--- config.mk ---
export PLATFORM = sky130hd
export DESIGN_NAME = fpga_cfg_seq
export DESIGN_NICKNAME = d
export VERILOG_FILES = /design/src/rtl/fcs_pkg.sv /design/src/rtl/fcs_interval_timer.sv /design/src/rtl/fcs_data_shifter.sv /design/src/rtl/fpga_cfg_seq.sv
export SDC_FILE = /design/constraint.sdc
export NUM_CORES = 1
export LEC_CHECK = 0
export ABC_AREA = 1
export BUFFER_PORTS_ARGS = -buffer_cell sky130_fd_sc_hd__buf_2
export CAP_MARGIN = 10
export CELL_PAD_IN_SITES_DETAIL_PLACEMENT = 1
export CELL_PAD_IN_SITES_GLOBAL_PLACEMENT = 2
export CORE_AREA = 2 2 118 120
export CTS_BUF_LIST = sky130_fd_sc_hd__clkbuf_16
export DETAILED_ROUTE_END_ITERATION = 8
export DIE_AREA = 0 0 120 122
export PLACE_DENSITY_LB_ADDON = 0.05
export RECOVER_POWER = 25
export SLEW_MARGIN = 20
export SYNTH_ARGS = -nofsm -noshare
export SYNTH_HDL_FRONTEND = slang
export SYNTH_HIERARCHICAL = 1
export SYNTH_SLANG_ARGS = --single-unit
--- constraint.sdc ---
create_clock -name clk -period 4.69 [get_ports clk]
set_input_delay 0.938 -clock clk [delete_from_list [all_inputs] [get_ports clk]]
set_output_delay 0.938 -clock clk [all_outputs]
set_load 0.05 [all_outputs]
--- src/rtl/fcs_pkg.sv ---
// Shared types for the configuration sequencer.
// Assumes: one byte-wide image source; error codes are visible at the ports.
package fcs_pkg;

    localparam int BYTE_W = 8;

    typedef enum logic [2:0] {
        ST_IDLE,
        ST_PRE,
        ST_RESET,
        ST_SETTLE,
        ST_POLL,
        ST_STREAM,
        ST_CHECK,
        ST_POST
    } seq_state_t;

    typedef enum logic [2:0] {
        ERR_NONE     = 3'd0,
        ERR_TIMEOUT  = 3'd1,
        ERR_WRITE    = 3'd2,
        ERR_CONF     = 3'd3,
        ERR_READBACK = 3'd4
    } err_code_t;

endpackage

--- src/rtl/fcs_interval_timer.sv ---
// Interval timer: counts cycles from a restart and flags the last cycle of
// a window whose length is given by `limit`. It saturates once expired.
// Assumes: limit >= 1; restart is asserted on the cycle before a window starts.
module fcs_interval_timer #(
    parameter int W = 8
) (
    input  logic         clk,
    input  logic         rst_n,
    input  logic         restart,
    input  logic [W-1:0] limit,
    output logic         expired
);

    logic [W-1:0] cnt_q;

    // Expiry is flagged on the final cycle of the window.
    assign expired = (cnt_q == limit - W'(1));

    // Count up from zero after every restart and hold at expiry.
    always_ff @(posedge clk) begin
        if (!rst_n || restart) begin
            cnt_q <= '0;
        end else if (!expired) begin
            cnt_q <= cnt_q + W'(1);
        end
    end

endmodule

--- src/rtl/fcs_data_shifter.sv ---
// Data shifter: takes one byte per handshake and drives it to the target.
// Serial mode sends LSB first on bit 0, one clock pulse per bit. Parallel
// mode sends the whole byte with one clock pulse. Each clock phase lasts
// HALF system cycles, and data always leads the rising edge by a full low
// phase.
// Assumes: HALF >= 1; en low clears all state (used for abort).
module fcs_data_shifter #(
    parameter int DW   = 8,
    parameter int HALF = 1
) (
    input  logic          clk,
    input  logic          rst_n,
    input  logic          en,
    input  logic          par_mode,
    input  logic [DW-1:0] in_data,
    input  logic          in_valid,
    input  logic          in_last,
    output logic          in_ready,
    output logic [DW-1:0] pin_data,
    output logic          pin_clk,
    output logic          fin
);

    localparam int BW = $clog2(DW + 1);
    localparam int HW = (HALF > 1) ? $clog2(HALF) : 1;

    logic [DW-1:0] sh_q;
    logic [BW-1:0] left_q;
    logic [HW-1:0] pcnt_q;
    logic          phase_q;
    logic          last_q;
    logic          fin_q;
    logic          active;

    assign active   = (left_q != '0);
    assign in_ready = en && !active;
    assign pin_clk  = active && phase_q;
    assign fin      = fin_q;

    // Present the whole byte in parallel mode, only bit 0 in serial mode.
    always_comb begin
        pin_data = '0;
        if (active) begin
            if (par_mode) begin
                pin_data = sh_q;
            end else begin
                pin_data[0] = sh_q[0];
            end
        end
    end

    // Load a byte, step the clock phases, and shift out one unit per pulse.
    always_ff @(posedge clk) begin
        if (!rst_n || !en) begin
            sh_q    <= '0;
            left_q  <= '0;
            pcnt_q  <= '0;
            phase_q <= 1'b0;
            last_q  <= 1'b0;
            fin_q   <= 1'b0;
        end else begin
            fin_q <= 1'b0;
            if (in_ready && in_valid) begin
                sh_q    <= in_data;
                left_q  <= par_mode ? BW'(1) : BW'(DW);
                last_q  <= in_last;
                phase_q <= 1'b0;
                pcnt_q  <= '0;
            end else if (active) begin
                if (pcnt_q == HW'(HALF - 1)) begin
                    pcnt_q  <= '0;
                    phase_q <= ~phase_q;
                    if (phase_q) begin
                        sh_q   <= sh_q >> 1;
                        left_q <= left_q - BW'(1);
                        if (left_q == BW'(1) && last_q) begin
                            fin_q <= 1'b1;
                        end
                    end
                end else begin
                    pcnt_q <= pcnt_q + HW'(1);
                end
            end
        end
    end

endmodule

--- src/rtl/fpga_cfg_seq.sv ---
// Configuration sequencer top. It runs the timed target handshake:
// preparation strobe, reset window, settle, status poll with timeout,
// streaming, done check and completion strobe. Every fault goes through a
// single abort path back to idle with a latched error code.
// Assumes: intervals are given in system clock cycles, each at least 1.
module fpga_cfg_seq #(
    parameter int RESET_CYC   = 10000,
    parameter int SETTLE_CYC  = 200,
    parameter int TIMEOUT_CYC = 10000000,
    parameter int DCLK_HALF   = 1
) (
    input  logic                      clk,
    input  logic                      rst_n,
    input  logic                      start_i,
    input  logic                      mode_par_i,
    input  logic                      readback_i,
    input  logic [fcs_pkg::BYTE_W-1:0] in_data_i,
    input  logic                      in_valid_i,
    input  logic                      in_last_i,
    output logic                      in_ready_o,
    output logic                      busy_o,
    output logic                      done_o,
    output logic                      err_o,
    output logic [2:0]                err_code_o,
    output logic                      pre_strobe_o,
    output logic                      post_strobe_o,
    output logic                      cfg_req_o,
    input  logic                      tgt_status_i,
    input  logic                      tgt_done_i,
    output logic [fcs_pkg::BYTE_W-1:0] tgt_d_o,
    output logic                      tgt_dclk_o
);

    import fcs_pkg::*;

    localparam int MAX_AB = (RESET_CYC > SETTLE_CYC) ? RESET_CYC : SETTLE_CYC;
    localparam int MAX_C  = (MAX_AB > TIMEOUT_CYC) ? MAX_AB : TIMEOUT_CYC;
    localparam int TW     = $clog2(MAX_C + 1);

    seq_state_t          st_q, st_d;
    err_code_t           err_q;
    logic                done_q;
    logic                par_q;
    logic [TW-1:0]       win_len;
    logic                win_exp;
    logic                sh_fin;
    logic                sh_ready;
    logic [BYTE_W-1:0]   sh_data;
    logic                sh_clk;
    logic                streaming;

    assign streaming = (st_q == ST_STREAM);

    // Pick the window length that belongs to the timed state.
    always_comb begin
        unique case (st_q)
            ST_RESET:  win_len = TW'(RESET_CYC);
            ST_SETTLE: win_len = TW'(SETTLE_CYC);
            default:   win_len = TW'(TIMEOUT_CYC);
        endcase
    end

    fcs_interval_timer #(.W(TW)) u_timer (
        .clk     (clk),
        .rst_n   (rst_n),
        .restart (st_d != st_q),
        .limit   (win_len),
        .expired (win_exp)
    );

    fcs_data_shifter #(.DW(BYTE_W), .HALF(DCLK_HALF)) u_shift (
        .clk      (clk),
        .rst_n    (rst_n),
        .en       (streaming),
        .par_mode (par_q),
        .in_data  (in_data_i),
        .in_valid (in_valid_i),
        .in_last  (in_last_i),
        .in_ready (sh_ready),
        .pin_data (sh_data),
        .pin_clk  (sh_clk),
        .fin      (sh_fin)
    );

    // Next-state sequencing; every failure branch returns to idle (abort).
    always_comb begin
        st_d = st_q;
        unique case (st_q)
            ST_IDLE:   if (start_i && !readback_i) st_d = ST_PRE;
            ST_PRE:    st_d = ST_RESET;
            ST_RESET:  if (win_exp) st_d = ST_SETTLE;
            ST_SETTLE: if (win_exp) st_d = ST_POLL;
            ST_POLL: begin
                if (tgt_status_i)  st_d = ST_STREAM;
                else if (win_exp)  st_d = ST_IDLE;
            end
            ST_STREAM: begin
                if (!tgt_status_i) st_d = ST_IDLE;
                else if (sh_fin)   st_d = ST_CHECK;
            end
            ST_CHECK:  st_d = tgt_done_i ? ST_POST : ST_IDLE;
            ST_POST:   st_d = ST_IDLE;
            default:   st_d = ST_IDLE;
        endcase
    end

    // State register.
    always_ff @(posedge clk) begin
        if (!rst_n) st_q <= ST_IDLE;
        else        st_q <= st_d;
    end

    // Latch the mode, the outcome and the error code; clear them on an accepted start.
    always_ff @(posedge clk) begin
        if (!rst_n) begin
            err_q  <= ERR_NONE;
            done_q <= 1'b0;
            par_q  <= 1'b0;
        end else begin
            unique case (st_q)
                ST_IDLE: begin
                    if (start_i) begin
                        done_q <= 1'b0;
                        err_q  <= readback_i ? ERR_READBACK : ERR_NONE;
                        if (!readback_i) par_q <= mode_par_i;
                    end
                end
                ST_POLL:   if (!tgt_status_i && win_exp) err_q <= ERR_TIMEOUT;
                ST_STREAM: if (!tgt_status_i) err_q <= ERR_WRITE;
                ST_CHECK:  if (!tgt_done_i) err_q <= ERR_CONF;
                ST_POST:   done_q <= 1'b1;
                default:   ;
            endcase
        end
    end

    assign busy_o        = (st_q != ST_IDLE);
    assign done_o        = done_q;
    assign err_code_o    = err_q;
    assign err_o         = (err_q != ERR_NONE);
    assign pre_strobe_o  = (st_q == ST_PRE);
    assign post_strobe_o = (st_q == ST_POST);
    assign cfg_req_o     = (st_q != ST_RESET);
    assign in_ready_o    = streaming && sh_ready;
    assign tgt_d_o       = streaming ? sh_data : '0;
    assign tgt_dclk_o    = streaming && sh_clk;

endmodule

# Yosys cells after proc, flatten, opt, wreduce, memory -nomap -nowiden
# Cells that the tools add are included.
# totals
out_inout_bits,19
input_bits,17
reg_bits,48
word_cells,97
# classes
bitwise_logic,4
n_reduce_logical,30
add_sub_neg,4
eq_ne,16
muxes,32
# op_table
cell,n
$mux 8,6
$pmux 24 s2,1
$mux 3,13
$add 24x1->24 const B,1
$eq 24x24->1,1
$pmux 3 s8,1
$sub 24x1->24 const B,1
$mux 4,5
$eq 3x3->1 const B,4
$pmux 3 s4,1
$ne 2x2->1 const B,5
$logic_and 1x1->1,8
$reduce_bool 4->1,2
$mux 7,1
$eq 3x2->1 const B,2
$reduce_and 3->1,2
$reduce_bool 2->1,3
$reduce_bool 3->1,2
$logic_not 1->1,5
$reduce_and 5->1,1
$reduce_or 5->1,1
$eq 4x1->1 const B,1
$not 1->1,4
$reduce_and 2->1,2
10 further kinds,13

# Logic depth before layout (Yosys ltp)
# depth
depth_word,9
depth_mapped,29
mapped_depth_nobuf,27

# By module
# The synthesis kept the hierarchy.
# modules_own_cells
mod,area_per_inst_um2,instances,seq_area_each_um2,cells_per_inst
fcs_interval_timer,2815.2,1,480.5,458
fcs_data_shifter,822.0,1,300.3,122
fpga_cfg_seq,695.7,1,160.2,115

# Worst setup path before layout
# No wires, ideal clock.
# synth_path
path_kind,register to register
from,register st_q[0]
to,register u_timer.cnt_q[0]
n_path_buf,2
period_less_slack_ns,3.411
setup_slack_ns,1.279
required_ns,4.558
stages_incl_launch_ff,28
arrival_ns,3.278
setup_ns,0.132
path_cell_list,dfxtp_1 buf_6 nand2_2 nor2_2 inv_1 nor2_1 nand2_2 nor2_4 nand2_1 nand2_1 nand2_1 nor2_1 nand4_1 nor3_1 nand2_1 nor2_1 inv_1 nor2_1 nor2_2 nor2_4 nand2_1 nand2_1 nor2_1 nand2_1 nor2_1 inv_1 clkbuf_1 a21oi_1
# synth_between
elab_chain_cells,9
word_cells_on_any_way,21
classes_between,add/sub (1); eq/ne (9); mux (9); reduce/logical (2)
# synth_rtl
element,line,source
start: declaration,fpga_cfg_seq.sv:40,"seq_state_t st_q, st_d;"
start signal: assignment,fpga_cfg_seq.sv:110,else st_q <= st_d;
$eq 3x2->1,fpga_cfg_seq.sv:56,unique case (st_q)
$pmux 24 s2 *,fpga_cfg_seq.sv:56,
named net win_len[3],fpga_cfg_seq.sv:44,logic [TW-1:0] win_len;
$sub 24x1->24 *,fcs_interval_timer.sv:17,assign expired = (cnt_q == limit - W'(1));
$eq 24x24->1 *,fcs_interval_timer.sv:17,
named net win_exp,fpga_cfg_seq.sv:45,logic win_exp;
$mux 3,fpga_cfg_seq.sv:95,else if (win_exp) st_d = ST_IDLE;
$mux 3,fpga_cfg_seq.sv:94,if (tgt_status_i) st_d = ST_STREAM;
$pmux 3 s8,fpga_cfg_seq.sv:88,unique case (st_q)
$ne 3x3->1,fpga_cfg_seq.sv:66,".restart (st_d != st_q),"
$logic_or 1x1->1,fcs_interval_timer.sv:21,if (!rst_n || restart) begin
end signal: assignment,fcs_interval_timer.sv:24,cnt_q <= cnt_q + W'(1);
end: declaration,fcs_interval_timer.sv:14,logic [W-1:0] cnt_q;
# The timed path passes the listed nets; every way through them passes the cells marked *.
# A chain may end at the register's enable or synchronous reset.

# Worst setup path in the final report
# layout_path
from,register st_q[2]
to,register u_timer.cnt_q[2]
# Same word-level chain as after synthesis.

==> reports/results.md <==
| Quantity | Reported |
|---|---|
| Final WL | 13.2 mm |
| MaxCap Viol Count | 0 |
| Post-CTS resize count | 0 |
| Static leakage | 2.13 nW |
| Cts-stage hold buffer count | 0 |
| Category of the worst setup path capture point | register |
| Number of storage elements in the synthesis netlist | 47 |
| Via count of the first global-routing pass | 4269 |
| Combinational fraction of design power | 0.158 |
| Largest net degree at the start of global routing | 26 |
| Clock-pin slew on the worst setup and hold paths | 70 ps |
| Required time of the worst setup path | 4870 ps |
| Master cell of the clock root buffer | sky130_fd_sc_hd__clkbuf_16 |
| Category of the critical setup timing path | register to register |
| Sequential cell fraction of total power | 0.422 |
| Largest area contributor in the netlist | sky130_fd_sc_hd__dfxtp_1 |
| Worst Tran Pin Value | 865 ps |
| FILL cells | 1822 |
| Synthesized area per cell | 6.23 sq um |
| Leading post-synthesis cells by cell area | sky130_fd_sc_hd__dfxtp_1 (22%), sky130_fd_sc_hd__nand2_1 (15%), sky130_fd_sc_hd__nor2_1 (8.2%), sky130_fd_sc_hd__inv_1 (7.5%), sky130_fd_sc_hd__nand3_1 (6.8%) |
| Setup-failing EPs final | 0 |
| Setup repair after global routing missed its margin | false |
| Switching power as a share of total power | 0.290 |
| Synth Flop Type | sky130_fd_sc_hd__dfxtp_1 |
| Final net count | 768 |
| Final antenna-violating net count | 0 |
| Total number of vias | 4335 |
| GRT Residual Overflow | 0 |
| Crit path time final | 4030 ps |
| Post-synthesis cell area | 4330 sq um |
| Peak fanout along the critical path | 24 |
| Path category of the worst min-delay check | register to register |
| Startpoint Class | register |
| Delay of the slowest critical-path stage | 410 ps |
| Most Frequent Cell on Critical Path | sky130_fd_sc_hd__nand2_1 |
| Signal arrival time at the worst endpoint | 4210 ps |
| Drt first-iter violations | 181 |
| Final core utilization | 0.356 |
| Most common library cells after synthesis | sky130_fd_sc_hd__nand2_1 (170), sky130_fd_sc_hd__nor2_1 (95), sky130_fd_sc_hd__inv_1 (86) |
| Global-route wire length before repair | 21.9 mm |
| Slew HR | 0.421 |
| Clk_lat worst skew | 300 ps |
| Fraction of registers with async set/reset | 0 |
| Fraction of layout instances using a drive strength above 1 | 0.124 |
| Total clock buffers created by CTS | 5 |
| Multi-input gate area | 2940 sq um |
| Final-report max-slew violation count | 0 |
| Die Span X | 120 microns |
| Syn. warnings | 6 |
| DRC violations left | 0 |
| EDFF count, synth | 0 |
| Storage cell area | 941 sq um |
| Core Box Area | 13500 sq um |
| Count of final hold-check violations | 0 |
| Fmax | 248 MHz |
| Seq/Total Area, Yosys | 0.217 |
| 1st-pass router iterations | 4 |
| Area growth, synth to finish | 11.0% |
| Antenna violations before repair | 0 |
| Final cycle utilization of the critical path | 0.859 |
| Count of buffers added by post-CTS timing repair for setup | 0 |
| CTS tree | yes |
| Total instance count after detailed placement | 919 |
| Worst hold slack after final layout | 484 ps |
| Routed len/inst | 14.3 microns |
| Clock sink total | 47 |
| Internal power consumption | 700 uW |
| Result of the run | complete, no violations |
| Portion of synthesized cell area occupied by the leading cell type | 0.217 |
| Total Neg Setup Slack | 0 ps |
| Part of the total power dissipated in the clock network | 0.420 |
| Number of buffers added on ports | 35 |
| Num ports | 36 |
| Placement Rows | 43 |
| Height of the die | 122 microns |
| Mean number of vias per cell | 4.68 |
| Distinct cell type count of the synthesized netlist | 37 |
| CP max-delay cell | sky130_fd_sc_hd__dfxtp_1 |
| Sw power | 285 uW |
| Power density over the cells | 205 nW/um^2 |
| Effective utilization at floorplan | 0.321 |
| Hpwl dp | 10.6 mm |
| Overall Global Routing Usage | 0.189 |
| Post-route insts no fill | 927 |
| RePlAce Congestion | 0.852 |
| Worst IR drop on VDD | 167 uV |
| Final worst clock skew | 3.14 ps |
| Top-count cell post-synth | sky130_fd_sc_hd__nand2_1 |
| Level count of the clock H-tree | 2 |
| CTS max path bufs | 2 |
| Total Die Area | 14600 sq um |
| Pwr Total | 985 uW |
| Ant. Diodes | 0 |
| Count of mapped cells out of synthesis | 695 |
flip-flops by register name (all words and copies together) (netlist names):
| register | flops |
|---|---|
| par_q | 1 |
| u_timer/cnt_q | 24 |
| u_shift/sh_q | 8 |
| done_o | 1 |
| st_q | 3 |
| u_shift/phase_q | 1 |
| u_shift/last_q | 1 |
| u_shift/fin | 1 |
| u_shift/left_q | 4 |
| err_code_o | 3 |
routing by layer:
layer / share of wire / wire length (microns) / up-vias / track usage
met1: 0.51 / 6790 / 2038 / 0.265
met4: 0.0082 / 108 / 0 / 0.0397
met3: 0.017 / 219 / 7 / 0.0295
met2: 0.46 / 6100 / 19 / 0.306
li1: - / - / 2271 / -
met5: 0 / 0 / - / 0
cell type report:
| cell class | instances | share of cell area |
|---|---|---|
| inverter | 91 | 0.0726 |
| timing repair buffer | 38 | 0.0390 |
| multi-input combinational | 563 | 0.612 |
| clock buffer | 5 | 0.0260 |
| sequential | 47 | 0.196 |
| tap | 180 | 0.0468 |
| clock inverter | 3 | 0.00806 |
placed cells by master, fill, tap and decap left out, types with 17 or more instances in the layout:
cell                      count
sky130_fd_sc_hd__xor2_1      25
sky130_fd_sc_hd__nand4_1     23
sky130_fd_sc_hd__nand3_1     59
sky130_fd_sc_hd__dfxtp_1     47
sky130_fd_sc_hd__xnor2_1     17
sky130_fd_sc_hd__conb_1      31
sky130_fd_sc_hd__nor2_1      96
sky130_fd_sc_hd__buf_2       27
sky130_fd_sc_hd__nand2_1    171
sky130_fd_sc_hd__a21oi_1     41
sky130_fd_sc_hd__inv_1       86
power groups by stage:
stage | combinational [mW] | sequential, mW | clock [mW]
global placement | 0.155 | 0.425 | 0
finish | 0.156 | 0.416 | 0.413
global route | 0.177 | 0.417 | 0.448
detailed placement | 0.158 | 0.426 | 0
CTS | 0.159 | 0.417 | 0.432
floorplan | 0.118 | 0.426 | 0
path summary, 6_finish.rpt:
check	slack (ps)	cells after the start	end	startpoint
worst max-delay path	660	27	u_timer/cnt_q[2]	st_q[2]
worst min-delay path	480	2	u_shift/last_q	u_shift/last_q
worst min register to register	480	2	u_shift/last_q	u_shift/last_q
worst max register to register	660	27	u_timer/cnt_q[2]	st_q[2]
worst max-delay path, delay by kind of cell (launching register included):
family	cells	cell delay, ps
buf+inv	5	760
compound gates	1	80
simple gates	21	2620
flops	1	410
logic make-up after synthesis:
group                    Yosys count  synth area share
other                              1          0.000865
adder cells (fa/ha/maj)            5            0.0144
AND/OR/NAND/NOR                  426             0.485
AO/OA/AOI/OAI                     58            0.0684
buffers and inverters            115             0.126
XOR/XNOR                          43            0.0887
flip-flops                        47             0.217
metrics by stage:
step | instance area (sq um) | worst slack, ps
4_1_cts | 4840 | 512
2_1_floorplan | 4450 | 1280
3_5_place_dp | 4670 | 542
6_report | 4810 | 661
3_3_place_gp | 4670 | 659
5_1_grt | 4810 | 123
(Power assumes the default switching activity.)
